**src/rtl/fxs_pkg.sv**
```systemverilog
package fxs_pkg;
   localparam int unsigned BYTE_W = 8;
   typedef logic [BYTE_W-1:0] fxs_byte_t;
endpackage

```
**src/rtl/fxs_stream_path.sv**
```systemverilog
module fxs_stream_path
   import fxs_pkg::*;
(
   input  logic      clk,
   input  logic      rst_n,
   input  logic      in_valid,
   input  fxs_byte_t in_data,
   input  logic      inv_cfg,
   output logic      out_valid,
   output fxs_byte_t out_data,
   output logic      frame_start,
   output logic      frame_end
);
   logic prev_v;
   logic held_inv;
   logic use_inv;

   assign frame_start = in_valid & ~prev_v;
   assign frame_end   = ~in_valid & prev_v;
   // first byte takes the live setting, later bytes the latched one
   assign use_inv     = frame_start ? inv_cfg : held_inv;

   always_ff @(posedge clk or negedge rst_n) begin
      if (!rst_n) begin
         prev_v    <= 1'b0;
         held_inv  <= 1'b0;
         out_valid <= 1'b0;
         out_data  <= '0;
      end else begin
         prev_v    <= in_valid;
         out_valid <= in_valid;
         if (frame_start) held_inv <= inv_cfg;
         if (in_valid)    out_data <= in_data ^ {BYTE_W{use_inv}};
      end
   end

   // a byte in becomes a byte out one clock later
   p_lat_on_r1: assert property (@(posedge clk) disable iff (!rst_n)
      in_valid |=> out_valid);
   p_lat_off_r1: assert property (@(posedge clk) disable iff (!rst_n)
      !in_valid |=> !out_valid);
   // plain first byte comes out untouched
   p_plain_r3: assert property (@(posedge clk) disable iff (!rst_n)
      (frame_start && !inv_cfg) |=> (out_data == $past(in_data)));
endmodule

```
**src/rtl/fxs_len_counter.sv**
```systemverilog
module fxs_len_counter #(
   parameter int unsigned CNT_W = 32
) (
   input  logic             clk,
   input  logic             rst_n,
   input  logic             in_valid,
   input  logic             frame_start,
   input  logic             frame_end,
   input  logic [CNT_W-1:0] clr_mask,
   output logic [CNT_W-1:0] cnt
);
   logic [CNT_W-1:0] len_run;
   logic [CNT_W-1:0] cnt_kept;

   assign cnt_kept = cnt & ~clr_mask;

   always_ff @(posedge clk or negedge rst_n) begin
      if (!rst_n) begin
         len_run <= '0;
         cnt     <= '0;
      end else begin
         if (frame_start)   len_run <= CNT_W'(1);
         else if (in_valid) len_run <= len_run + 1'b1;
         // clear first, then fold in the finished frame
         if (frame_end) cnt <= cnt_kept + len_run;
         else           cnt <= cnt_kept;
      end
   end

   // no frame end and no clear leaves the counter alone
   p_hold_r6: assert property (@(posedge clk) disable iff (!rst_n)
      (!frame_end && (clr_mask == '0)) |=> $stable(cnt));
   // cleared bits read back as zero
   p_clear_r7: assert property (@(posedge clk) disable iff (!rst_n)
      (!frame_end && (clr_mask != '0)) |=> ((cnt & $past(clr_mask)) == '0));
endmodule

```
**src/rtl/fxs_regbank.sv**
```systemverilog
module fxs_regbank #(
   parameter int unsigned ADDR_W    = 16,
   parameter int unsigned BUS_W     = 16,
   parameter int unsigned CNT_W     = 32,
   parameter int unsigned CTRL_ADDR = 9,
   parameter int unsigned CNT_BASE  = 5
) (
   input  logic              clk,
   input  logic              rst_n,
   input  logic [ADDR_W-1:0] reg_addr,
   input  logic              reg_wr,
   input  logic              reg_rd,
   input  logic [BUS_W-1:0]  reg_wdata,
   input  logic [CNT_W-1:0]  cnt,
   output logic [BUS_W-1:0]  reg_rdata,
   output logic              inv_cfg,
   output logic [CNT_W-1:0]  clr_mask
);
   localparam int unsigned NWORDS = CNT_W / BUS_W;

   if (CNT_W % BUS_W != 0) begin : g_bad_split
      $error("counter width must be a multiple of the bus width");
   end
   if (CTRL_ADDR >= CNT_BASE && CTRL_ADDR < CNT_BASE + NWORDS) begin : g_bad_map
      $error("control address overlaps the counter words");
   end

   logic [BUS_W-1:0] cnt_word [NWORDS];
   logic [NWORDS-1:0] word_hit;
   logic              ctrl_hit;
   logic              mapped;
   logic [BUS_W-1:0]  rd_val;

   assign ctrl_hit = (reg_addr == ADDR_W'(CTRL_ADDR));
   assign mapped   = ctrl_hit | (|word_hit);

   // word 0 holds the most significant slice
   for (genvar k = 0; k < NWORDS; k++) begin : g_word
      localparam int unsigned SH = (NWORDS - 1 - k) * BUS_W;
      assign word_hit[k]          = (reg_addr == ADDR_W'(CNT_BASE + k));
      assign cnt_word[k]          = cnt[SH +: BUS_W];
      assign clr_mask[SH +: BUS_W] = (reg_wr && word_hit[k]) ? reg_wdata : '0;
   end

   always_comb begin
      rd_val = '0;
      if (ctrl_hit) rd_val[0] = inv_cfg;
      for (int k = 0; k < NWORDS; k++) begin
         if (word_hit[k]) rd_val = cnt_word[k];
      end
   end

   always_ff @(posedge clk or negedge rst_n) begin
      if (!rst_n) begin
         inv_cfg   <= 1'b0;
         reg_rdata <= '0;
      end else begin
         reg_rdata <= reg_rd ? rd_val : '0;
         if (reg_wr && ctrl_hit) inv_cfg <= reg_wdata[0];
      end
   end

   // control writes land in bit 0
   p_ctrl_wr_r2: assert property (@(posedge clk) disable iff (!rst_n)
      (reg_wr && ctrl_hit) |=> (inv_cfg == $past(reg_wdata[0])));
   // read bus idles at zero without a strobe
   p_rd_idle_r9: assert property (@(posedge clk) disable iff (!rst_n)
      !reg_rd |=> (reg_rdata == '0));
   p_rd_unmapped_r9: assert property (@(posedge clk) disable iff (!rst_n)
      (reg_rd && !mapped) |=> (reg_rdata == '0));
   p_wr_unmapped_r9: assert property (@(posedge clk) disable iff (!rst_n)
      (reg_wr && !mapped) |=> $stable(inv_cfg));
endmodule

```
**src/rtl/frame_xor_stats.sv**
```systemverilog
module frame_xor_stats
   import fxs_pkg::*;
#(
   parameter int unsigned ADDR_W    = 16,
   parameter int unsigned BUS_W     = 16,
   parameter int unsigned CNT_W     = 32,
   parameter int unsigned CTRL_ADDR = 9,
   parameter int unsigned CNT_BASE  = 5
) (
   input  logic              clk,
   input  logic              rst_n,
   input  logic              in_valid,
   input  logic [BYTE_W-1:0] in_data,
   output logic              out_valid,
   output logic [BYTE_W-1:0] out_data,
   input  logic [ADDR_W-1:0] reg_addr,
   input  logic              reg_wr,
   input  logic              reg_rd,
   input  logic [BUS_W-1:0]  reg_wdata,
   output logic [BUS_W-1:0]  reg_rdata
);
   logic             inv_cfg;
   logic             frame_start;
   logic             frame_end;
   logic [CNT_W-1:0] clr_mask;
   logic [CNT_W-1:0] cnt;

   fxs_stream_path u_path (
      .clk         (clk),
      .rst_n       (rst_n),
      .in_valid    (in_valid),
      .in_data     (in_data),
      .inv_cfg     (inv_cfg),
      .out_valid   (out_valid),
      .out_data    (out_data),
      .frame_start (frame_start),
      .frame_end   (frame_end)
   );

   fxs_len_counter #(.CNT_W(CNT_W)) u_cnt (
      .clk         (clk),
      .rst_n       (rst_n),
      .in_valid    (in_valid),
      .frame_start (frame_start),
      .frame_end   (frame_end),
      .clr_mask    (clr_mask),
      .cnt         (cnt)
   );

   fxs_regbank #(
      .ADDR_W    (ADDR_W),
      .BUS_W     (BUS_W),
      .CNT_W     (CNT_W),
      .CTRL_ADDR (CTRL_ADDR),
      .CNT_BASE  (CNT_BASE)
   ) u_regs (
      .clk       (clk),
      .rst_n     (rst_n),
      .reg_addr  (reg_addr),
      .reg_wr    (reg_wr),
      .reg_rd    (reg_rd),
      .reg_wdata (reg_wdata),
      .cnt       (cnt),
      .reg_rdata (reg_rdata),
      .inv_cfg   (inv_cfg),
      .clr_mask  (clr_mask)
   );
endmodule

```
**config.mk**
```make
export PLATFORM = sky130hd
export DESIGN_NAME = frame_xor_stats
export DESIGN_NICKNAME = d
export VERILOG_FILES = /design/src/rtl/fxs_pkg.sv /design/src/rtl/fxs_stream_path.sv /design/src/rtl/fxs_len_counter.sv /design/src/rtl/fxs_regbank.sv /design/src/rtl/frame_xor_stats.sv
export SDC_FILE = /design/constraint.sdc
export NUM_CORES = 1
export LEC_CHECK = 0
export CAP_MARGIN = 20
export CORE_ASPECT_RATIO = 1.75
export CORE_UTILIZATION = 57
export DETAILED_ROUTE_END_ITERATION = 12
export GPL_ROUTABILITY_DRIVEN = 0
export PLACE_DENSITY = 0.91
export SLEW_MARGIN = 20
export SYNTH_ARGS = -nofsm -noshare
export SYNTH_HDL_FRONTEND = slang
export SYNTH_SLANG_ARGS = --single-unit
```
**constraint.sdc**
```tcl
create_clock -name clk -period 3.71 [get_ports clk]
set_clock_uncertainty 0.2 [all_clocks]
set_input_delay 0.9275 -clock clk [delete_from_list [all_inputs] [get_ports clk]]
set_output_delay 0.9275 -clock clk [all_outputs]
set_load 0.005 [all_outputs]
```
==> results of run 1 <==
routing by layer:
layer | track usage (%) | overflow
met1 | 67.1 | 1
met5 | 8.57 | 0
met3 | 50.9 | 3
met4 | 69.1 | 23
met2 | 86.9 | 28
cell families after synthesis:
kind of cell,share of synthesized area [%]
xor+xnor,8.21
buf+inv,4.00
fa+ha+maj,6.79
flops,36.8
simple gates,20.7
mux,3.94
compound gates,19.5
through the flow:
| step | area [um^2] | cells | hold WS [ns] | setup WS (ns) |
|---|---|---|---|---|
| after CTS | 8880 | 1034 | 0.314 | -0.273 |
| after detailed placement | 7970 | 994 | 0.299 | -1.16 |
| after global placement | 7970 | 994 | 0.295 | -1.01 |
| after floorplan | 6340 | 700 | 0.280 | -0.216 |
repair_timing:
action / CTS
setup buffers: 26
gates cloned: 1
endpoints found under the setup margin: 27
pin swaps: 67
gates resized for setup: 162
==> out/metrics.cfg, run 1 <==
[run_status]
outcome = aborted with a tool error
haltStage = 5_1_grt
error_line = [ERROR GRT-0116] Global routing finished with congestion. Check the congestion regions in the DRC Viewer.

[global_routing]
grt_pass1_vias = 8961
grt_pass1_wl_um = 55800
grt_max_degree = 92
grt_remaining_overflow = 55
grt_usage_pct = 68.4

[logic_synthesis]
yosys_warnings = 0
ys_seq_elements = 91
synth.area.top_cells = dfrtp_1 (37%), ha_1 (6.5%), nand2_1 (5.1%)
avgSynthCellArea_um2 = 8.84
synth_edf_count = 0
async_reset_ff_share_pct = 100
ys_types = 59
netlist_area_um2 = 6190
synth.most_common_cell = dfrtp_1
ys_seq_area_share_pct = 36.8
yosysTopAreaCell = dfrtp_1
synthFlopType = dfrtp_1
synth_common_cells = dfrtp_1 (91), nand2_1 (84), nor2_1 (59)
synth_top_area_share_pct = 36.8
synthCells = 700
syn_nets = 778

[floorplan]
die_w_um = 80.8
die_h_um = 140
start_util_pct = 58.2
top_level_ports = 70
row_count = 50

[cts]
ctsHoldBuffers = 0
cts_buffers = 9
clockBufferDepth = 2
cts-root-buf = clkbuf_16
clock-sinks = 91
htree_levels = 3

[place]
port_buffers = 69
detailed_place_hpwl_um = 16800

==> run 2: changes to the inputs <==
--- a/config.mk
+++ b/config.mk
@@ -6,11 +6,10 @@
 export NUM_CORES = 1
 export LEC_CHECK = 0
 export CAP_MARGIN = 20
-export CORE_ASPECT_RATIO = 1.75
-export CORE_UTILIZATION = 57
+export CORE_UTILIZATION = 40
 export DETAILED_ROUTE_END_ITERATION = 12
 export GPL_ROUTABILITY_DRIVEN = 0
-export PLACE_DENSITY = 0.91
+export PLACE_DENSITY_LB_ADDON = 0.15
 export SLEW_MARGIN = 20
 export SYNTH_ARGS = -nofsm -noshare
 export SYNTH_HDL_FRONTEND = slang
==> run 2 against run 1 <==
The flow now finishes, with violations (setup timing); synthesized area stayed put; synthesized cell count stayed put.
==> out/metrics.cfg, run 2 <==
[run_status]
violations = setup timing
outcome = finished, violations left

[finish]
final_design_area_no_fill_um2 = 9110
final_common_cell = buf_4
area_delta_synth_final_pct = 47.2
multi_input_area_um2 = 4380
drive_above_1_share_pct = 32.7
regArea_um2 = 2280
largestRegisters = u_cnt.cnt (32), u_cnt.len_run (32), u_regs.reg_rdata (16)
nNetsFinal = 974
most-common-layout-cells = buf_4 (142), dfrtp_1 (91), nand2_1 (81)
diodes = 0
final_cells = 1089
fillCellCount = 1286
final_core_util_pct = 60.1

[logic_synthesis]
yosys.area_share.adder_pct = 6.79
syn_nets = 778
synthCells = 700
synth.area.top_cells = dfrtp_1 (37%), ha_1 (6.5%), nand2_1 (5.1%)
synth.area.mux_share_pct = 3.94
synth_compound_area_share_pct = 19.5
avgSynthCellArea_um2 = 8.84
synth_common_cells = dfrtp_1 (91), nand2_1 (84), nor2_1 (59)
synth_top_area_share_pct = 36.8
synth_top_family_by_area = simple AND/OR/NAND/NOR gates
synthSimpleGateAreaFrac_pct = 20.7
ys_seq_area_share_pct = 36.8
synth.most_common_cell = dfrtp_1
synthFlopType = dfrtp_1
ys_seq_elements = 91
synth_xor_xnor_area_share_pct = 8.21
yosys_warnings = 0
async_reset_ff_share_pct = 100
ys_types = 59
netlist_area_um2 = 6190
synth_edf_count = 0
yosysTopAreaCell = dfrtp_1

[global_routing]
grt_remaining_overflow = 0
grt_pass1_vias = 6114
grt_pass1_wl_um = 32400
grt_antenna_before_repair = 0
grt_max_degree = 92
grt_usage_pct = 26.6

[drt]
drc = 0
vias = 6124
post_drt_wl_per_cell_um = 19.0
wl_um = 20700
dr.pass1.iters = 5
ant_nets = 0
vias_per_cell = 5.62
drt-initial-drc-count = 475

[timing]
clock.fmax_mhz = 255
worstMarginPinSlew_ns = 0.656
post-route-period-util_pct = 106
whs_ns = 0.309
relSlewSlack_pct = 56.3
timing.final.ws_setup_ns = -0.216
maxSlewViolCount = 0
hold_viol = 0
min_period_ns = 3.93
setup_viol = 16
rsz0062_at_grt = yes

[critical_path]
cp-start-kind = input port
timing.rr.start = u_cnt.cnt[0]
cp.arrival_ns = 4.01
worst-path-max-fanout = 8
startpoint = reg_addr[3]
required_ns = 3.79
setup.worst_path.class = input port to flop
crit_path_end_kind = flop

[cts]
htree_levels = 3
clockBufferDepth = 2
cts-root-buf = clkbuf_16
clkLatencyLatePin_ns = 0.36
cts_buffers = 9
clk_pin_slew_ns = 0.07
cts_tree = yes
clock-sinks = 91

[floorplan]
start_util_pct = 40.9
core-area_um2 = 15100
row_count = 45
fp.dieArea_um2 = 16000
die_w_um = 126
die_h_um = 126
top_level_ports = 70

[worst_hold_path]
hp-start = u_path.out_data[0]
hp-class = flop to flop

[power]
p_leak_uw = 0.00384
fin_total_pwr_uw = 2500
irDropWorstVdd_mv = 0.227
power_density_nw_per_um2 = 274

[job]
cap_violations = 0

[place]
detailed_place_hpwl_um = 15400
place_inst = 1050
dpl-instance-area_um2 = 8040
port_buffers = 69

run 2: cell counts after synthesis:
Identical to the previous run, type by type.
run 2: critical path, stage by stage:
cell           delay [ns]
dlygate4sd2_1        0.27
nor2b_4              0.12
nand4_1              0.12
buf_4                0.17
nor2_4               0.14
buf_12               0.16
buf_8                0.12
a21boi_4             0.08
ha_4                 0.30
nand2_2              0.06
or4_4                0.54
a211oi_4             0.35
nor4b_2              0.12
or3_1                0.36
a31oi_1              0.18
run 2: what timing repair did:
action / CTS / global route
gates resized for setup: 129 / 63
setup endpoints to repair: 27 / 24
pin swaps: 60 / 29
gates cloned: 1 / 0
hold buffers: 0 / 0
buffers inserted: 16 / 9
run 2: stage by stage:
step | setup TNS [ns] | setup slack (ns)
6_report | -2.12 | -0.216
5_1_grt | -5.00 | -0.348
4_1_cts | -2.24 | -0.218
3_5_place_dp | -22.23 | -0.978
3_3_place_gp | -20.90 | -0.917
2_1_floorplan | -1.76 | -0.216
run 2: per-layer routing:
| layer | global-route usage, % | wire [um] |
|---|---|---|
| met5 | 0 | 0 |
| met4 | 12.0 | 835 |
| met3 | 5.31 | 1210 |
| met2 | 43.7 | 9680 |
| met1 | 34.0 | 8950 |
run 2: layout make-up:
type                       instances  share of cell area (%)
clock inverter                     6                   0.508
tap                              188                    2.58
clock buffer                      10                    2.62
sequential                        91                    25.0
multi-input combinational        557                    48.1
inverter                          15                   0.618
timing repair buffer             222                    20.6
run 2: final timing paths:
| check | endpoint | slack (ns) | cells after the start |
|---|---|---|---|
| setup / recovery | u_cnt.cnt[27] | -0.22 | 15 |
| hold / removal | u_path.out_data[0] | 0.31 | 1 |
| setup reg to reg | u_cnt.cnt[30] | 0.83 | 10 |
| hold reg to reg | u_path.out_data[0] | 0.31 | 1 |
| max in group asynchronous | u_cnt.len_run[28] | 2.49 | 2 |
| min in group asynchronous | u_path.out_data[4] | 0.38 | 2 |
run 2: cells by family (layout without fill, tap and decap cells):
family,count (synthesis),in the layout
buf+inv,52,253
simple gates,260,260
fa+ha+maj,33,33
mux,21,21
flops,91,91
compound gates,185,185
xor+xnor,58,58
run 2: power breakdown:
part	internal (uW)	leakage (uW)	switching [uW]	total, uW
combinational	287	0.00248	225	512
clock	478	0.000136	426	905
sequential	1040	0.00122	40.7	1080
total	1800	0.00384	692	2500
(Power assumes the default switching activity.)
